<file path="config.mk">
export PLATFORM = sky130hd
export DESIGN_NAME = dma_req_arbiter
export DESIGN_NICKNAME = d
export VERILOG_FILES = /design/src/rtl/dmaarb_pkg.sv /design/src/rtl/dmaarb_dreq_sense.sv /design/src/rtl/dmaarb_pick.sv /design/src/rtl/dma_req_arbiter.sv
export SDC_FILE = /design/constraint.sdc
export NUM_CORES = 1
export LEC_CHECK = 0
export ABC_AREA = 1
export BUFFER_PORTS_ARGS = -buffer_cell sky130_fd_sc_hd__buf_2
export CORE_ASPECT_RATIO = 1.75
export CORE_MARGIN = 5
export CORE_UTILIZATION = 30
export CTS_BUF_LIST = sky130_fd_sc_hd__clkbuf_4
export DETAILED_ROUTE_END_ITERATION = 8
export PLACE_DENSITY = 0.5
export SLEW_MARGIN = 40
export SYNTH_ARGS = -nofsm -noshare
export SYNTH_HDL_FRONTEND = slang
export SYNTH_SLANG_ARGS = --single-unit
</file>
<file path="constraint.sdc">
create_clock -name clk -period 3.3 [get_ports clk]
set_clock_uncertainty 0.15 [all_clocks]
set_input_delay 0.495 -clock clk [delete_from_list [all_inputs] [get_ports clk]]
set_output_delay 0.495 -clock clk [all_outputs]
set_load 0.01 [all_outputs]
</file>
<file path="src/rtl/dmaarb_pkg.sv">
`timescale 1ns/1ps
package dmaarb_pkg;

    typedef enum logic [1:0] {
        SRC_AUTO   = 2'd0,
        SRC_PERIPH = 2'd1,
        SRC_EXT    = 2'd2,
        SRC_NONE   = 2'd3
    } req_src_e;

    typedef enum logic [1:0] {
        SENSE_LOW  = 2'd0,
        SENSE_HIGH = 2'd1,
        SENSE_RISE = 2'd2,
        SENSE_FALL = 2'd3
    } sense_e;

    function automatic logic sense_is_edge(sense_e m);
        return (m == SENSE_RISE) || (m == SENSE_FALL);
    endfunction

    function automatic logic select_req(req_src_e s, logic en, logic pr, logic ex);
        logic r;
        case (s)
            SRC_AUTO:   r = 1'b1;
            SRC_PERIPH: r = pr;
            SRC_EXT:    r = ex;
            default:    r = 1'b0;
        endcase
        return en & r;
    endfunction

endpackage

</file>
<file path="src/rtl/dmaarb_dreq_sense.sv">
`timescale 1ns/1ps
module dmaarb_dreq_sense
    import dmaarb_pkg::*;
#(
    parameter int STAGES = 2
) (
    input  logic   clk,
    input  logic   rst,
    input  logic   pin,
    input  logic   chan_en,
    input  logic   ext_sel,
    input  sense_e mode,
    input  logic   take,
    output logic   req
);
    logic [STAGES-1:0] sync_q;
    logic              prev_q;
    logic              pend_q;
    logic              pend_d;
    logic              lvl;
    logic              edge_hit;
    logic              edge_set;

    assign lvl = sync_q[STAGES-1];

    always_comb begin
        case (mode)
            SENSE_RISE: edge_hit = lvl & ~prev_q;
            SENSE_FALL: edge_hit = ~lvl & prev_q;
            default:    edge_hit = 1'b0;
        endcase
        edge_set = chan_en & ext_sel & edge_hit;
        pend_d   = chan_en ? ((pend_q & ~take) | edge_set) : 1'b0;
        case (mode)
            SENSE_LOW:  req = ~lvl;
            SENSE_HIGH: req = lvl;
            default:    req = pend_q;
        endcase
    end

    always_ff @(posedge clk) begin
        if (rst) begin
            sync_q <= '0;
            prev_q <= 1'b0;
            pend_q <= 1'b0;
        end else begin
            sync_q <= {sync_q[STAGES-2:0], pin};
            prev_q <= lvl;
            pend_q <= pend_d;
        end
    end

    // a disabled channel holds no pending edge
    assert_pend_drop_R5: assert property (@(posedge clk) disable iff (rst)
        !chan_en |=> !pend_q)
        else $error("pending edge survived disable");

    // pending only arises on an enabled external channel
    assert_pend_source_R5: assert property (@(posedge clk) disable iff (rst)
        $rose(pend_q) |-> $past(chan_en && ext_sel && sense_is_edge(mode)))
        else $error("pending edge without external edge source");

endmodule

</file>
<file path="src/rtl/dmaarb_pick.sv">
`timescale 1ns/1ps
module dmaarb_pick #(
    parameter int NUM_CH = 8,
    parameter int CH_W   = 3
) (
    input  logic [NUM_CH-1:0] req,
    input  logic              rr_mode,
    input  logic [CH_W-1:0]   last,
    output logic              found,
    output logic [CH_W-1:0]   win
);
    always_comb begin
        int start;
        start = rr_mode ? int'(last) + 1 : 0;
        if (start >= NUM_CH) start = 0;
        found = 1'b0;
        win   = '0;
        for (int k = 0; k < NUM_CH; k++) begin
            int idx;
            idx = start + k;
            if (idx >= NUM_CH) idx = idx - NUM_CH;
            if (!found && req[idx]) begin
                found = 1'b1;
                win   = CH_W'(idx);
            end
        end
    end

    always_comb begin
        assert_win_requested_R6: assert (!found || req[win])
            else $error("winner is not requesting");
        assert_fixed_lowest_R6: assert (!found || rr_mode ||
            ((req & ((NUM_CH'(1) << win) - NUM_CH'(1))) == '0))
            else $error("fixed priority skipped a lower channel");
    end

endmodule

</file>
<file path="src/rtl/dma_req_arbiter.sv">
`timescale 1ns/1ps
module dma_req_arbiter
    import dmaarb_pkg::*;
#(
    parameter int NUM_CH      = 8,
    parameter int NUM_EXT     = 4,
    parameter int SYNC_STAGES = 2,
    localparam int CH_W       = $clog2(NUM_CH)
) (
    input  logic                clk,
    input  logic                rst,
    input  logic [NUM_CH-1:0]   ch_enable,
    input  logic [2*NUM_CH-1:0] ch_src,
    input  logic [2*NUM_CH-1:0] dreq_sense,
    input  logic                rr_mode,
    input  logic [NUM_CH-1:0]   periph_req,
    input  logic [NUM_EXT-1:0]  dreq_pin,
    input  logic                xfer_done,
    output logic [NUM_CH-1:0]   grant,
    output logic                grant_valid,
    output logic [CH_W-1:0]     grant_ch,
    output logic [NUM_CH-1:0]   dack
);
    logic [NUM_CH-1:0] ext_req;
    logic [NUM_CH-1:0] req_vec;
    logic [NUM_CH-1:0] take;
    logic              found;
    logic [CH_W-1:0]   win;
    logic              go;

    logic              busy_q;
    logic [NUM_CH-1:0] grant_q;
    logic [CH_W-1:0]   gch_q;
    logic [NUM_CH-1:0] dack_q;
    logic [CH_W-1:0]   last_q;

    for (genvar i = 0; i < NUM_CH; i++) begin : g_ch
        req_src_e src_i;
        assign src_i = req_src_e'(ch_src[2*i +: 2]);
        if (i < NUM_EXT) begin : g_pin
            dmaarb_dreq_sense #(.STAGES(SYNC_STAGES)) u_sense (
                .clk     (clk),
                .rst     (rst),
                .pin     (dreq_pin[i]),
                .chan_en (ch_enable[i]),
                .ext_sel (src_i == SRC_EXT),
                .mode    (sense_e'(dreq_sense[2*i +: 2])),
                .take    (take[i]),
                .req     (ext_req[i])
            );
        end else begin : g_nopin
            assign ext_req[i] = 1'b0;
        end
        assign req_vec[i] = select_req(src_i, ch_enable[i], periph_req[i], ext_req[i]);
    end

    dmaarb_pick #(.NUM_CH(NUM_CH), .CH_W(CH_W)) u_pick (
        .req     (req_vec),
        .rr_mode (rr_mode),
        .last    (last_q),
        .found   (found),
        .win     (win)
    );

    assign go   = !busy_q && found;
    assign take = go ? (NUM_CH'(1) << win) : '0;

    always_ff @(posedge clk) begin
        if (rst) begin
            busy_q  <= 1'b0;
            grant_q <= '0;
            gch_q   <= '0;
            dack_q  <= '0;
            last_q  <= CH_W'(NUM_CH - 1);
        end else begin
            dack_q <= take;
            if (go) begin
                busy_q  <= 1'b1;
                grant_q <= take;
                gch_q   <= win;
                last_q  <= win;
            end else if (busy_q && xfer_done) begin
                busy_q  <= 1'b0;
                grant_q <= '0;
                gch_q   <= '0;
            end
        end
    end

    assign grant       = grant_q;
    assign grant_valid = busy_q;
    assign grant_ch    = gch_q;
    assign dack        = dack_q;

    assert_grant_onehot_R8: assert property (@(posedge clk) disable iff (rst)
        $onehot0(grant_q) && (busy_q == (grant_q != '0)))
        else $error("grant not one-hot or disagrees with valid");

    assert_grant_hold_R8: assert property (@(posedge clk) disable iff (rst)
        (busy_q && !xfer_done) |=> (busy_q && $stable(grant_q) && $stable(gch_q)))
        else $error("grant changed before release");

    assert_dack_pulse_R9: assert property (@(posedge clk) disable iff (rst)
        (dack_q != '0) |=> (dack_q == '0))
        else $error("dack longer than one cycle");

    assert_dack_match_R9: assert property (@(posedge clk) disable iff (rst)
        (dack_q != '0) |-> (dack_q == grant_q))
        else $error("dack on a channel other than the grant");

    assert_grant_enabled_R2: assert property (@(posedge clk) disable iff (rst)
        $rose(busy_q) |-> ((grant_q & $past(ch_enable)) == grant_q))
        else $error("grant to a disabled channel");

endmodule

</file>
==> results.yml <==
synthesis:
  ys_seq_area_share_pct: 31.2
  netlist_area_um2: 2500
  synth_common_cells: "nand2_1 (86), inv_1 (51), nor2_1 (46), nand3_1 (45), dfxtp_1 (39)"
  synth_top_area_share_pct: 31.2
  ys_warn_count: 0
  synth_cells: 372
  ys_top_cells_by_area: "dfxtp_1 (31%), nand2_1 (13%), nand3_1 (9.0%)"
  syn_avg_cell_area_um2: 6.73
  yosysMostFrequentCell: "nand2_1"
  synth.distinct_cells: 37
  synth_top_cell_by_area: "dfxtp_1"
  synth_edf_count: 0
  syn_nets: 432
  synth_ff_type: "dfxtp_1"
  ys_async_sr_fraction_pct: 0
  ys_ff_latch: 39
sta:
  worst_pin_slew_ns: 0.391
  slew_viol_final: 0
  min_period_over_period_pct: 93.5
  maxSlewHeadroom_pct: 73.2
  hold_viol_final: 0
  min_period_ns: 3.08
  fmax_mhz: 324
  setup_viol: 0
  timing.final.ws_setup_ns: 0.216
final_layout:
  drive_gt1_share_pct: 35.6
  post-route-cell-area_um2: 3340
  syn2layout_area_growth_pct: 33.4
  diodes: 0
  fillers: 896
  ff_latch_area_um2: 782
  multi_input_area_um2: 1530
  nets: 536
clock_network:
  cts.path.max_buffers: 2
  clock_latency_ns: 0.36
  clockRootBuffer: "clkbuf_4"
  ctsHoldBuffers: 0
  cts_sinks: 39
  htree_levels: 2
  cts_buffers: 5
  tritoncts: "built"
  clk_pin_slew_ns: 0.13
placement:
  placed_area_um2: 3150
  gp_congestion: 0.918
  dp_hpwl_um: 6080
  io_buffer_count: 67
  pre_cts_slack_ns: 0.0512
power_and_ir_drop:
  ir_worst_vdd_mv: 0.719
  p_total_mw: 3.81
  power_density_nw_per_um2: 1140
  p_leak_nw: 1.71
die:
  die_h_um: 131
  core_area_um2: 8200
  rows: 44
  dieArea_um2: 10300
  die_w_um: 79.0
  ioPinCount: 76
  start_util_pct: 30.5
worst_setup_path:
  end_kind: "flip-flop"
  path_class: "flip-flop to flip-flop"
  crit_required_ns: 3.44
  arrival_ns: 3.22
  crit_fanout: 6
  worst_setup_path_start_kind: "flip-flop"
drt:
  dr.first_iter.drc_count: 128
  drt-vias-per-instance: 4.66
  drcViolationCount: 0
  drt-wirelength-per-cell_um: 12.7
  finalWirelength_um: 7230
  vias: 2652
  first_pass_iters: 4
  final_antenna_net_count: 0
global_routing:
  grt_start_max_net_pins: 26
  grt_first_pass_wirelength_um: 11800
  antenna_found_initial: 0
  grt_pass1_vias: 2576
  grt_overflow: 0
  grt_usage_pct: 14.7
outcome:
  status: "finished clean"
flow_run:
  cap_violations: 0
worst_hold_path:
  hold_class: "primary input to flip-flop"
[metrics by stage]
| stage | hold slack, ns | instances | TNS (ns) | utilization (%) |
|---|---|---|---|---|
| floorplan | 0.238 | 372 | 0 | - |
| detailed placement | 0.242 | 556 | 0 | 38.4 |
| global route | 0.169 | 569 | -0.178 | 40.7 |
| finish | 0.182 | 569 | 0 | 40.7 |
| global placement | 0.241 | 556 | 0 | 38.4 |
| CTS | 0.158 | 564 | 0 | 39.3 |
[layer usage]
layer	wire length (um)	GRT usage, %
met1	2570	14.0
met2	4170	29.4
met5	0	0
met4	251	7.09
met3	239	2.47
[worst max-delay path, cell delays in order (launching register included)]
cell and delay (ns):
dfxtp_1 0.33, buf_4 0.14, nand3_1 0.09, nand2_2 0.09, nor2_4 0.19, inv_2 0.08
buf_4 0.14, ha_1 0.20, xor2_2 0.21, inv_1 0.10, nand2_1 0.08, nand2_2 0.13
inv_1 0.08, buf_4 0.13, nand3_1 0.06, nand3_1 0.09, nor2_2 0.16, nand3_4 0.13
nor2_4 0.14, buf_4 0.11, inv_1 0.04, o21ai_1 0.10
[sequential cells by signal, summed over array words and instances (netlist names)]
name / count
dack: 8
g_ch.g_pin.u_sense.pend_q: 4
g_ch.g_pin.u_sense.prev_q: 4
g_ch.g_pin.u_sense.sync_q: 8
grant: 8
grant_ch: 3
grant_valid: 1
last_q: 3
[timing repair]
action | CTS | global route
gates resized for setup | 0 | 20
endpoints found under the setup margin | 0 | 21
setup buffers | 0 | 5
[cell usage in the layout, fill, tap and decap left out, types with 2 or more instances in the layout]
master | Yosys | final
a21oi_2 | 6 | 6
a21oi_1 | 9 | 9
dfxtp_1 | 39 | 38
nor2_1 | 46 | 42
buf_4 | 0 | 36
nor2_4 | 4 | 6
nand2_1 | 86 | 82
nand3_4 | 0 | 2
nor3_1 | 5 | 5
mux2i_1 | 2 | 2
clkbuf_4 | 0 | 5
ha_1 | 4 | 3
inv_2 | 6 | 6
nand3_1 | 45 | 44
o21ai_1 | 3 | 4
nand3_2 | 10 | 9
nand4_1 | 5 | 5
buf_2 | 0 | 67
a21boi_0 | 2 | 2
inv_1 | 51 | 51
o21bai_1 | 2 | 2
inv_4 | 2 | 2
o2111ai_1 | 4 | 4
o21ai_0 | 11 | 9
nor2_2 | 0 | 2
nand2_2 | 11 | 15
[cell type report]
| cell class | instances | area share (%) |
|---|---|---|
| flip-flops and latches | 39 | 23.4 |
| well taps | 92 | 3.45 |
| clock inverters | 3 | 1.16 |
| repair buffers | 103 | 18.1 |
| clock buffers | 5 | 1.12 |
| multi-input cells | 268 | 45.9 |
| inverters | 59 | 6.78 |
[power by group]
group          switching (mW)  internal, mW  total [mW]  leakage (nW)
Clock                   0.162         0.156       0.318        0.0426
Combinational            1.65          1.21        2.86          1.35
Sequential             0.0537         0.579       0.633         0.319
[final timing paths]
| path | start | to | slack [ns] | depth (start not counted) |
|---|---|---|---|---|
| worst max-delay path | last_q[0] | grant[5] | 0.22 | 21 |
| worst min-delay path | dreq_pin[3] | g_ch[3].g_pin.u_sense.sync_q[0] | 0.18 | 3 |
| worst min register to register | g_ch[2].g_pin.u_sense.sync_q[0] | g_ch[2].g_pin.u_sense.sync_q[1] | 0.26 | 2 |
| worst max register to register | last_q[0] | grant[5] | 0.22 | 21 |
[logic make-up (layout without fill, tap and decap cells)]
kind of cell / after synthesis / after routing / share of synthesized area, %
AND/OR/NAND/NOR: 217 / 217 / 42.2
buffers and inverters: 65 / 170 / 10.5
AO/OA/AOI/OAI: 41 / 41 / 11.0
flip-flops: 39 / 39 / 31.2
adder cells (fa/ha/maj): 4 / 4 / 2.00
XOR/XNOR: 3 / 3 / 1.65
multiplexers: 3 / 3 / 1.35
(Power assumes the default switching activity.)
